### config.mk
export PLATFORM = sky130hd
export DESIGN_NAME = rx_drain
export DESIGN_NICKNAME = d
export VERILOG_FILES = /design/src/rtl/rx_drain_pkg.sv /design/src/rtl/rx_drain_len.sv /design/src/rtl/rx_drain_wrap.sv /design/src/rtl/rx_drain.sv
export SDC_FILE = /design/constraint.sdc
export NUM_CORES = 1
export LEC_CHECK = 0
export ABC_AREA = 1
export ABC_CLOCK_PERIOD_IN_PS = 3700
export BUFFER_PORTS_ARGS = -buffer_cell sky130_fd_sc_hd__buf_2
export CORE_AREA = 2 2 97 99
export CTS_BUF_LIST = sky130_fd_sc_hd__clkbuf_8 sky130_fd_sc_hd__clkbuf_16
export DETAILED_ROUTE_END_ITERATION = 12
export DIE_AREA = 0 0 99 101
export PLACE_DENSITY = 0.81
export SLEW_MARGIN = 0
export SYNTH_ARGS = -nofsm -noshare
export SYNTH_HDL_FRONTEND = slang
export SYNTH_SLANG_ARGS = --single-unit
### constraint.sdc
create_clock -name clk -period 3.7 [get_ports clk]
set_clock_uncertainty 0.15 [all_clocks]
set_input_delay 0.185 -clock clk [delete_from_list [all_inputs] [get_ports clk]]
set_output_delay 0.185 -clock clk [all_outputs]
set_load 0.005 [all_outputs]
### src/rtl/rx_drain_pkg.sv
package rx_drain_pkg;

    typedef enum logic [1:0] {
        OP_RD    = 2'd0,
        OP_WR    = 2'd1,
        OP_BURST = 2'd2
    } acc_op_e;

    typedef enum logic [1:0] {
        REG_SIZE  = 2'd0,
        REG_RDPTR = 2'd1,
        REG_CMD   = 2'd2
    } acc_reg_e;

    typedef enum logic [3:0] {
        S_IDLE = 4'd0,
        S_SIZE = 4'd1,
        S_PTR  = 4'd2,
        S_BREQ = 4'd3,
        S_BDAT = 4'd4,
        S_WPTR = 4'd5,
        S_WCMD = 4'd6,
        S_POLL = 4'd7,
        S_DONE = 4'd8
    } drain_st_e;

    localparam logic [15:0] CMD_RECV = 16'h0040;

endpackage

### src/rtl/rx_drain_len.sv
module rx_drain_len #(
    parameter int PTR_W   = 16,
    parameter int FREE_W  = 12,
    parameter int MAX_SEG = 1460,
    parameter int LEN_W   = 11
) (
    input  logic [PTR_W-1:0]  size_i,
    input  logic [FREE_W-1:0] free_i,
    output logic [LEN_W-1:0]  len_o
);
    logic [31:0] lim;

    // smallest of waiting bytes, segment cap and FIFO room
    always_comb begin
        lim = 32'(size_i);
        if (lim > 32'(MAX_SEG)) begin
            lim = 32'(MAX_SEG);
        end
        if (32'(free_i) < lim) begin
            lim = 32'(free_i);
        end
        len_o = lim[LEN_W-1:0];
    end
endmodule

### src/rtl/rx_drain_wrap.sv
module rx_drain_wrap #(
    parameter int OFF_W     = 11,
    parameter int LEN_W     = 11,
    parameter int BUF_BYTES = 2048
) (
    input  logic [OFF_W-1:0] off_i,
    input  logic [LEN_W-1:0] len_i,
    output logic [LEN_W-1:0] first_o,
    output logic [LEN_W-1:0] second_o
);
    logic [31:0] room;

    // bytes left before the region end decide the split point
    always_comb begin
        room = 32'(BUF_BYTES) - 32'(off_i);
        if (32'(len_i) <= room) begin
            first_o  = len_i;
            second_o = '0;
        end else begin
            first_o  = room[LEN_W-1:0];
            second_o = len_i - room[LEN_W-1:0];
        end
    end
endmodule

### src/rtl/rx_drain.sv
module rx_drain
    import rx_drain_pkg::*;
#(
    parameter int SOCK_W    = 3,
    parameter int PTR_W     = 16,
    parameter int BUF_BYTES = 2048,
    parameter int MAX_SEG   = 1460,
    parameter int FREE_W    = 12,
    localparam int OFF_W    = $clog2(BUF_BYTES),
    localparam int LEN_W    = $clog2(MAX_SEG + 1)
) (
    input  logic              clk,
    input  logic              rst_n,
    input  logic              start,
    input  logic [SOCK_W-1:0] sock_sel,
    input  logic [FREE_W-1:0] fifo_free,
    output logic              acc_req,
    output logic [1:0]        acc_op,
    output logic [1:0]        acc_reg,
    output logic [SOCK_W-1:0] acc_sock,
    output logic [OFF_W-1:0]  acc_addr,
    output logic [LEN_W-1:0]  acc_len,
    output logic [PTR_W-1:0]  acc_wdata,
    input  logic              acc_ack,
    input  logic [PTR_W-1:0]  acc_rdata,
    input  logic              dat_valid,
    input  logic [7:0]        dat_byte,
    output logic              fifo_push,
    output logic [7:0]        fifo_data,
    output logic              busy,
    output logic              done,
    output logic [LEN_W-1:0]  done_len
);

    typedef struct packed {
        drain_st_e         st;
        logic [SOCK_W-1:0] sock;
        logic [LEN_W-1:0]  len;
        logic [PTR_W-1:0]  ptr;
        logic              seg;
        logic [LEN_W-1:0]  left;
        logic              push;
        logic [7:0]        data;
    } drain_t;

    drain_t state_d, state_q;

    logic [LEN_W-1:0] pass_len;
    logic [LEN_W-1:0] first_len;
    logic [LEN_W-1:0] second_len;
    logic [LEN_W-1:0] burst_len;
    logic [OFF_W-1:0] buf_off;

    assign buf_off = state_q.ptr[OFF_W-1:0];

    rx_drain_len #(
        .PTR_W  (PTR_W),
        .FREE_W (FREE_W),
        .MAX_SEG(MAX_SEG),
        .LEN_W  (LEN_W)
    ) u_len (
        .size_i(acc_rdata),
        .free_i(fifo_free),
        .len_o (pass_len)
    );

    rx_drain_wrap #(
        .OFF_W    (OFF_W),
        .LEN_W    (LEN_W),
        .BUF_BYTES(BUF_BYTES)
    ) u_wrap (
        .off_i   (buf_off),
        .len_i   (state_q.len),
        .first_o (first_len),
        .second_o(second_len)
    );

    assign burst_len = state_q.seg ? second_len : first_len;

    always_comb begin
        state_d      = state_q;
        state_d.push = 1'b0;
        acc_req      = 1'b0;
        acc_op       = OP_RD;
        acc_reg      = REG_SIZE;
        acc_addr     = '0;
        acc_len      = '0;
        acc_wdata    = '0;
        case (state_q.st)
            S_IDLE: begin
                if (start) begin
                    state_d.sock = sock_sel;
                    state_d.st   = S_SIZE;
                end
            end
            S_SIZE: begin
                acc_req = 1'b1;
                if (acc_ack) begin
                    state_d.len = pass_len;
                    state_d.st  = (pass_len == '0) ? S_DONE : S_PTR;
                end
            end
            S_PTR: begin
                acc_req = 1'b1;
                acc_reg = REG_RDPTR;
                if (acc_ack) begin
                    state_d.ptr = acc_rdata;
                    state_d.seg = 1'b0;
                    state_d.st  = S_BREQ;
                end
            end
            S_BREQ: begin
                acc_req  = 1'b1;
                acc_op   = OP_BURST;
                acc_addr = state_q.seg ? '0 : buf_off;
                acc_len  = burst_len;
                if (acc_ack) begin
                    state_d.left = burst_len;
                    state_d.st   = S_BDAT;
                end
            end
            S_BDAT: begin
                if (dat_valid) begin
                    state_d.push = 1'b1;
                    state_d.data = dat_byte;
                    state_d.left = state_q.left - LEN_W'(1);
                    if (state_q.left == LEN_W'(1)) begin
                        if (!state_q.seg && second_len != '0) begin
                            state_d.seg = 1'b1;
                            state_d.st  = S_BREQ;
                        end else begin
                            state_d.st  = S_WPTR;
                        end
                    end
                end
            end
            S_WPTR: begin
                acc_req   = 1'b1;
                acc_op    = OP_WR;
                acc_reg   = REG_RDPTR;
                acc_wdata = state_q.ptr + PTR_W'(state_q.len);
                if (acc_ack) begin
                    state_d.st = S_WCMD;
                end
            end
            S_WCMD: begin
                acc_req   = 1'b1;
                acc_op    = OP_WR;
                acc_reg   = REG_CMD;
                acc_wdata = CMD_RECV;
                if (acc_ack) begin
                    state_d.st = S_POLL;
                end
            end
            S_POLL: begin
                acc_req = 1'b1;
                acc_reg = REG_CMD;
                if (acc_ack && acc_rdata == '0) begin
                    state_d.st = S_DONE;
                end
            end
            S_DONE: begin
                state_d.st = S_IDLE;
            end
            default: begin
                state_d.st = S_IDLE;
            end
        endcase
    end

    always_ff @(posedge clk) begin
        if (!rst_n) begin
            state_q <= '0;
        end else begin
            state_q <= state_d;
        end
    end

    assign acc_sock  = state_q.sock;
    assign fifo_push = state_q.push;
    assign fifo_data = state_q.data;
    assign busy      = (state_q.st != S_IDLE);
    assign done      = (state_q.st == S_DONE);
    assign done_len  = state_q.len;

    // a pending request keeps its fields until accepted
    a_r2_req_hold: assert property (@(posedge clk) disable iff (!rst_n)
        (acc_req && !acc_ack) |=> (acc_req && $stable(acc_op) && $stable(acc_reg)
                                   && $stable(acc_addr) && $stable(acc_len)));

    // no burst reaches beyond the region end, and none is empty
    a_r4_burst_in_region: assert property (@(posedge clk) disable iff (!rst_n)
        (acc_req && acc_op == OP_BURST) |->
            ((32'(acc_addr) + 32'(acc_len) <= 32'(BUF_BYTES)) && acc_len != '0));

    // an empty socket finishes right after its size read
    a_r1_empty_done: assert property (@(posedge clk) disable iff (!rst_n)
        (acc_req && acc_ack && acc_op == OP_RD && acc_reg == REG_SIZE && acc_rdata == '0)
            |=> (done && done_len == '0));

    // reported count never exceeds the segment cap
    a_r5_len_cap: assert property (@(posedge clk) disable iff (!rst_n)
        done |-> (32'(done_len) <= 32'(MAX_SEG)));

    // a non-empty pass ends only after the command reads back zero
    a_r8_recv_cleared: assert property (@(posedge clk) disable iff (!rst_n)
        (done && done_len != '0) |->
            $past(acc_req && acc_ack && acc_op == OP_RD && acc_reg == REG_CMD && acc_rdata == '0));

    // done is a single-cycle pulse
    a_r9_done_pulse: assert property (@(posedge clk) disable iff (!rst_n)
        done |=> !done);

    // every FIFO write follows an accepted data beat
    a_r9_push_from_beat: assert property (@(posedge clk) disable iff (!rst_n)
        fifo_push |-> $past(dat_valid));

endmodule

==> results.toml <==
[cts]
insertion_delay_ps = 320
cts-root-buf = "clkbuf_8"
max-clock-path-buffers = 2
cts.sinks = 55
clkSlewWorstSetupHoldPaths_ps = 110
cts-buffers-inserted = 5
cts_tree = "yes"
cts.htree.levels = 2

[placed_design]
dp_hpwl_mm = 10.8
gp_congestion = 0.983
io_buffers = 111
place_ws_ps = 77.2
dpl-instance-area_sq_mm = 0.00543

[critical_path]
end_kind = "output port"
worstPathCellList = "buf_6, nor3_4, nand2_2, nor2_1, xor2_1, ha_1, nand4_1, o41ai_4, buf_4, a21oi_4, o21ai_0, a21oi_1, a31oi_1, nor2_1, buf_2"
crit_top_cell = "nor2_1"
cp-start-kind = "register"
max_stage_delay_ps = 430
r2r_cells = 21
cp_max_fo = 7
worstPathArrival_ps = 3550
cp.required_ps = 3370
r2r_slack_ps = 40
crit_type = "reg2out"
worstSetupPathDepth = 15
critPathSlowestCell = "o41ai_4"
critPathBufInv = 3
cp_top_family = "compound AO/OA/AOI/OAI gates"

[layout]
final_core_util_pct = 66.7
postLayoutCellArea_sq_mm = 0.00599
fill_cells = 800
area_delta_synth_final_pct = 21.5
nets = 978
diodes = 0
drive_gt1_share_pct = 24.2

[min_path]
hold_depth = 3
min_path_type = "in2reg"

[power_and_ir_drop]
power_density_mw_per_mm2 = 522
p_int_uw = 1640
power.leakage_uw = 0.00292
power_frac_seq_pct = 22.9
swShare_pct = 47.7
peakVddDrop_mv = 0.263
power.share.combinational_pct = 63.5
clkPwrFrac_pct = 13.6
switching_power_uw = 1490

[detailed_routing]
met2RoutedLength_mm = 7.19
post_drt_wl_per_cell_microns = 14.6
first_iter_violations = 452
dr.pass1.iters = 5
wirelength_mm = 14.7
drcViolationCount = 0
vias = 5611
dr.max_layer_used = "met4"
vias_per_cell = 5.57
drt.antenna.violating_nets = 0
wl_met1_mm = 6.03
wl_met3_microns = 984

[grt]
antenna_found_initial = 0
grt_start_max_net_pins = 38
overflow = 0
grt_usage_pct = 27.2
grt_pass1_wl_mm = 22.7
first_global_vias = 5042

[sta]
fin_setup_tns_ps = -308
rsz0062_at_grt = "yes"
hold_viol_final = 0
fin_crit_ps = 3890
setup_slack_ps = -189
setup_viol = 2
post-route-period-util_pct = 105
relSlewSlack_pct = 38.9
worstMarginPinSlew_ps = 914
slew_violations = 0
fmax_mhz = 257

[logic_synthesis]
synth.most_common_cell = "nand2_1"
seq_area_frac_synth_pct = 22.3
synthTopCellsByCount = "174 x nand2_1, 105 x nor2_1, 95 x inv_1"
syn_nets = 873
ys.flop_type = "dfxtp_1"
yosysWarnings = 0
synth_top_cell_area_share_pct = 22.3
synth_edf_count = 0
synth_top_cell_by_area = "dfxtp_1"
syn_inst = 791
ys_ff_latch = 55
avgSynthCellArea_sq_um = 6.24
async_reset_ff_share_pct = 0
syn_area_sq_mm = 0.00493
netlist_top_cells_area = "dfxtp_1 22%, nand2_1 13%, ha_1 9.1%, nor2_1 8.0%, o21ai_0 7.4%"
synth_cell_types = 49

[run]
drv_cap = 0

[die]
initial_core_util_pct = 54.9
die_area_sq_mm = 0.0100
rows = 35
design.portCount = 112
core-area_sq_mm = 0.00898
fp.dieW_microns = 99
die_h_microns = 101

[outcome]
violations = "negative setup slack"
status = "complete, but fails checks"
## routing by layer
metal | global-route usage [%] | vias up
met5 | 0 | -
met4 | 9.17 | 0
met3 | 3.81 | 58
met2 | 47.7 | 256
met1 | 34.3 | 2520
li1 | - | 2777
## layout make-up
class | instances | area [sq um] | share of cell area, %
Clock buffer | 5 | 68.8 | 1.15
Tap cell | 111 | 139 | 2.32
Sequential cell | 55 | 1110 | 18.5
Clock inverter | 3 | 46.3 | 0.773
Multi-Input combinational cell | 589 | 3410 | 56.9
Inverter | 101 | 379 | 6.33
Timing Repair Buffer | 144 | 840 | 14.0
## placed cells by master, fill, tap and decap left out, types with 3 or more instances in the layout
cell type,count
dlygate4sd3_1,10
dfxtp_1,50
buf_4,20
a21oi_2,5
buf_2,111
o21ai_1,11
or2_2,4
a31oi_1,10
nor2_2,5
nand4_1,6
xnor2_1,7
inv_2,7
nor2_1,100
dfxtp_2,5
or2_1,3
nand3_2,6
a21oi_1,60
xor2_2,3
nor3_1,15
ha_4,7
clkinv_1,3
o21ai_2,5
nand2_1,165
inv_1,91
ha_1,29
nand3_1,20
xor2_1,9
nand3b_1,10
nand2_2,11
o21ai_0,62
clkbuf_8,5
a211oi_1,3
buf_6,3
## worst paths after layout
| path | to | from |
|---|---|---|
| worst max-delay path | acc_len[2] | buf_off[0] |
| worst min-delay path | acc_sock[0] | sock_sel[0] |
| worst max register to register | state_q[53] | buf_off[0] |
| worst min register to register | acc_sock[2] | acc_sock[2] |
## power by group through the flow
| stage | registers (uW) | logic [uW] | clock network, uW |
|---|---|---|---|
| 6_report | 715 | 1990 | 425 |
| 2_1_floorplan | 694 | 1210 | 0 |
| 3_5_place_dp | 716 | 1500 | 0 |
| 4_1_cts | 704 | 1600 | 423 |
| 3_3_place_gp | 715 | 1490 | 0 |
| 5_1_grt | 722 | 2150 | 455 |
## worst min-delay path: cells and delay by family
kind / cells / cell delay, ps
buffers and inverters: 1 / 70
AO/OA/AOI/OAI: 2 / 170
## repair_timing
item | CTS | global route
pin swaps | 3 | 29
buffers inserted | 1 | 11
hold buffers | 9 | 1
endpoints found under the setup margin | 11 | 24
endpoints found under the hold margin | 9 | 1
gates resized for setup | 11 | 58
## state kept, by name, indices dropped and copies added (netlist names)
name,flops
state_q,21
buf_off,11
done_len,11
fifo_data,8
acc_sock,3
fifo_push,1
## metrics by stage
step / hold WS (ps) / cells / power, uW
2_1_floorplan: 180 / 791 / 1910
3_3_place_gp: 281 / 978 / 2210
3_5_place_dp: 287 / 978 / 2220
4_1_cts: 0.898 / 996 / 2730
5_1_grt: 12.4 / 1008 / 3330
6_report: 1.78 / 1008 / 3130
## logic make-up after synthesis
| kind of cell | after synthesis | share of synthesized area, % |
|---|---|---|
| xor+xnor | 19 | 3.37 |
| flops | 55 | 22.3 |
| buf+inv | 147 | 13.4 |
| other cells | 1 | 0.0760 |
| simple gates | 355 | 30.7 |
| compound gates | 176 | 20.1 |
| fa+ha+maj | 38 | 9.94 |
No activity file was read; power rests on OpenSTA's default activity.
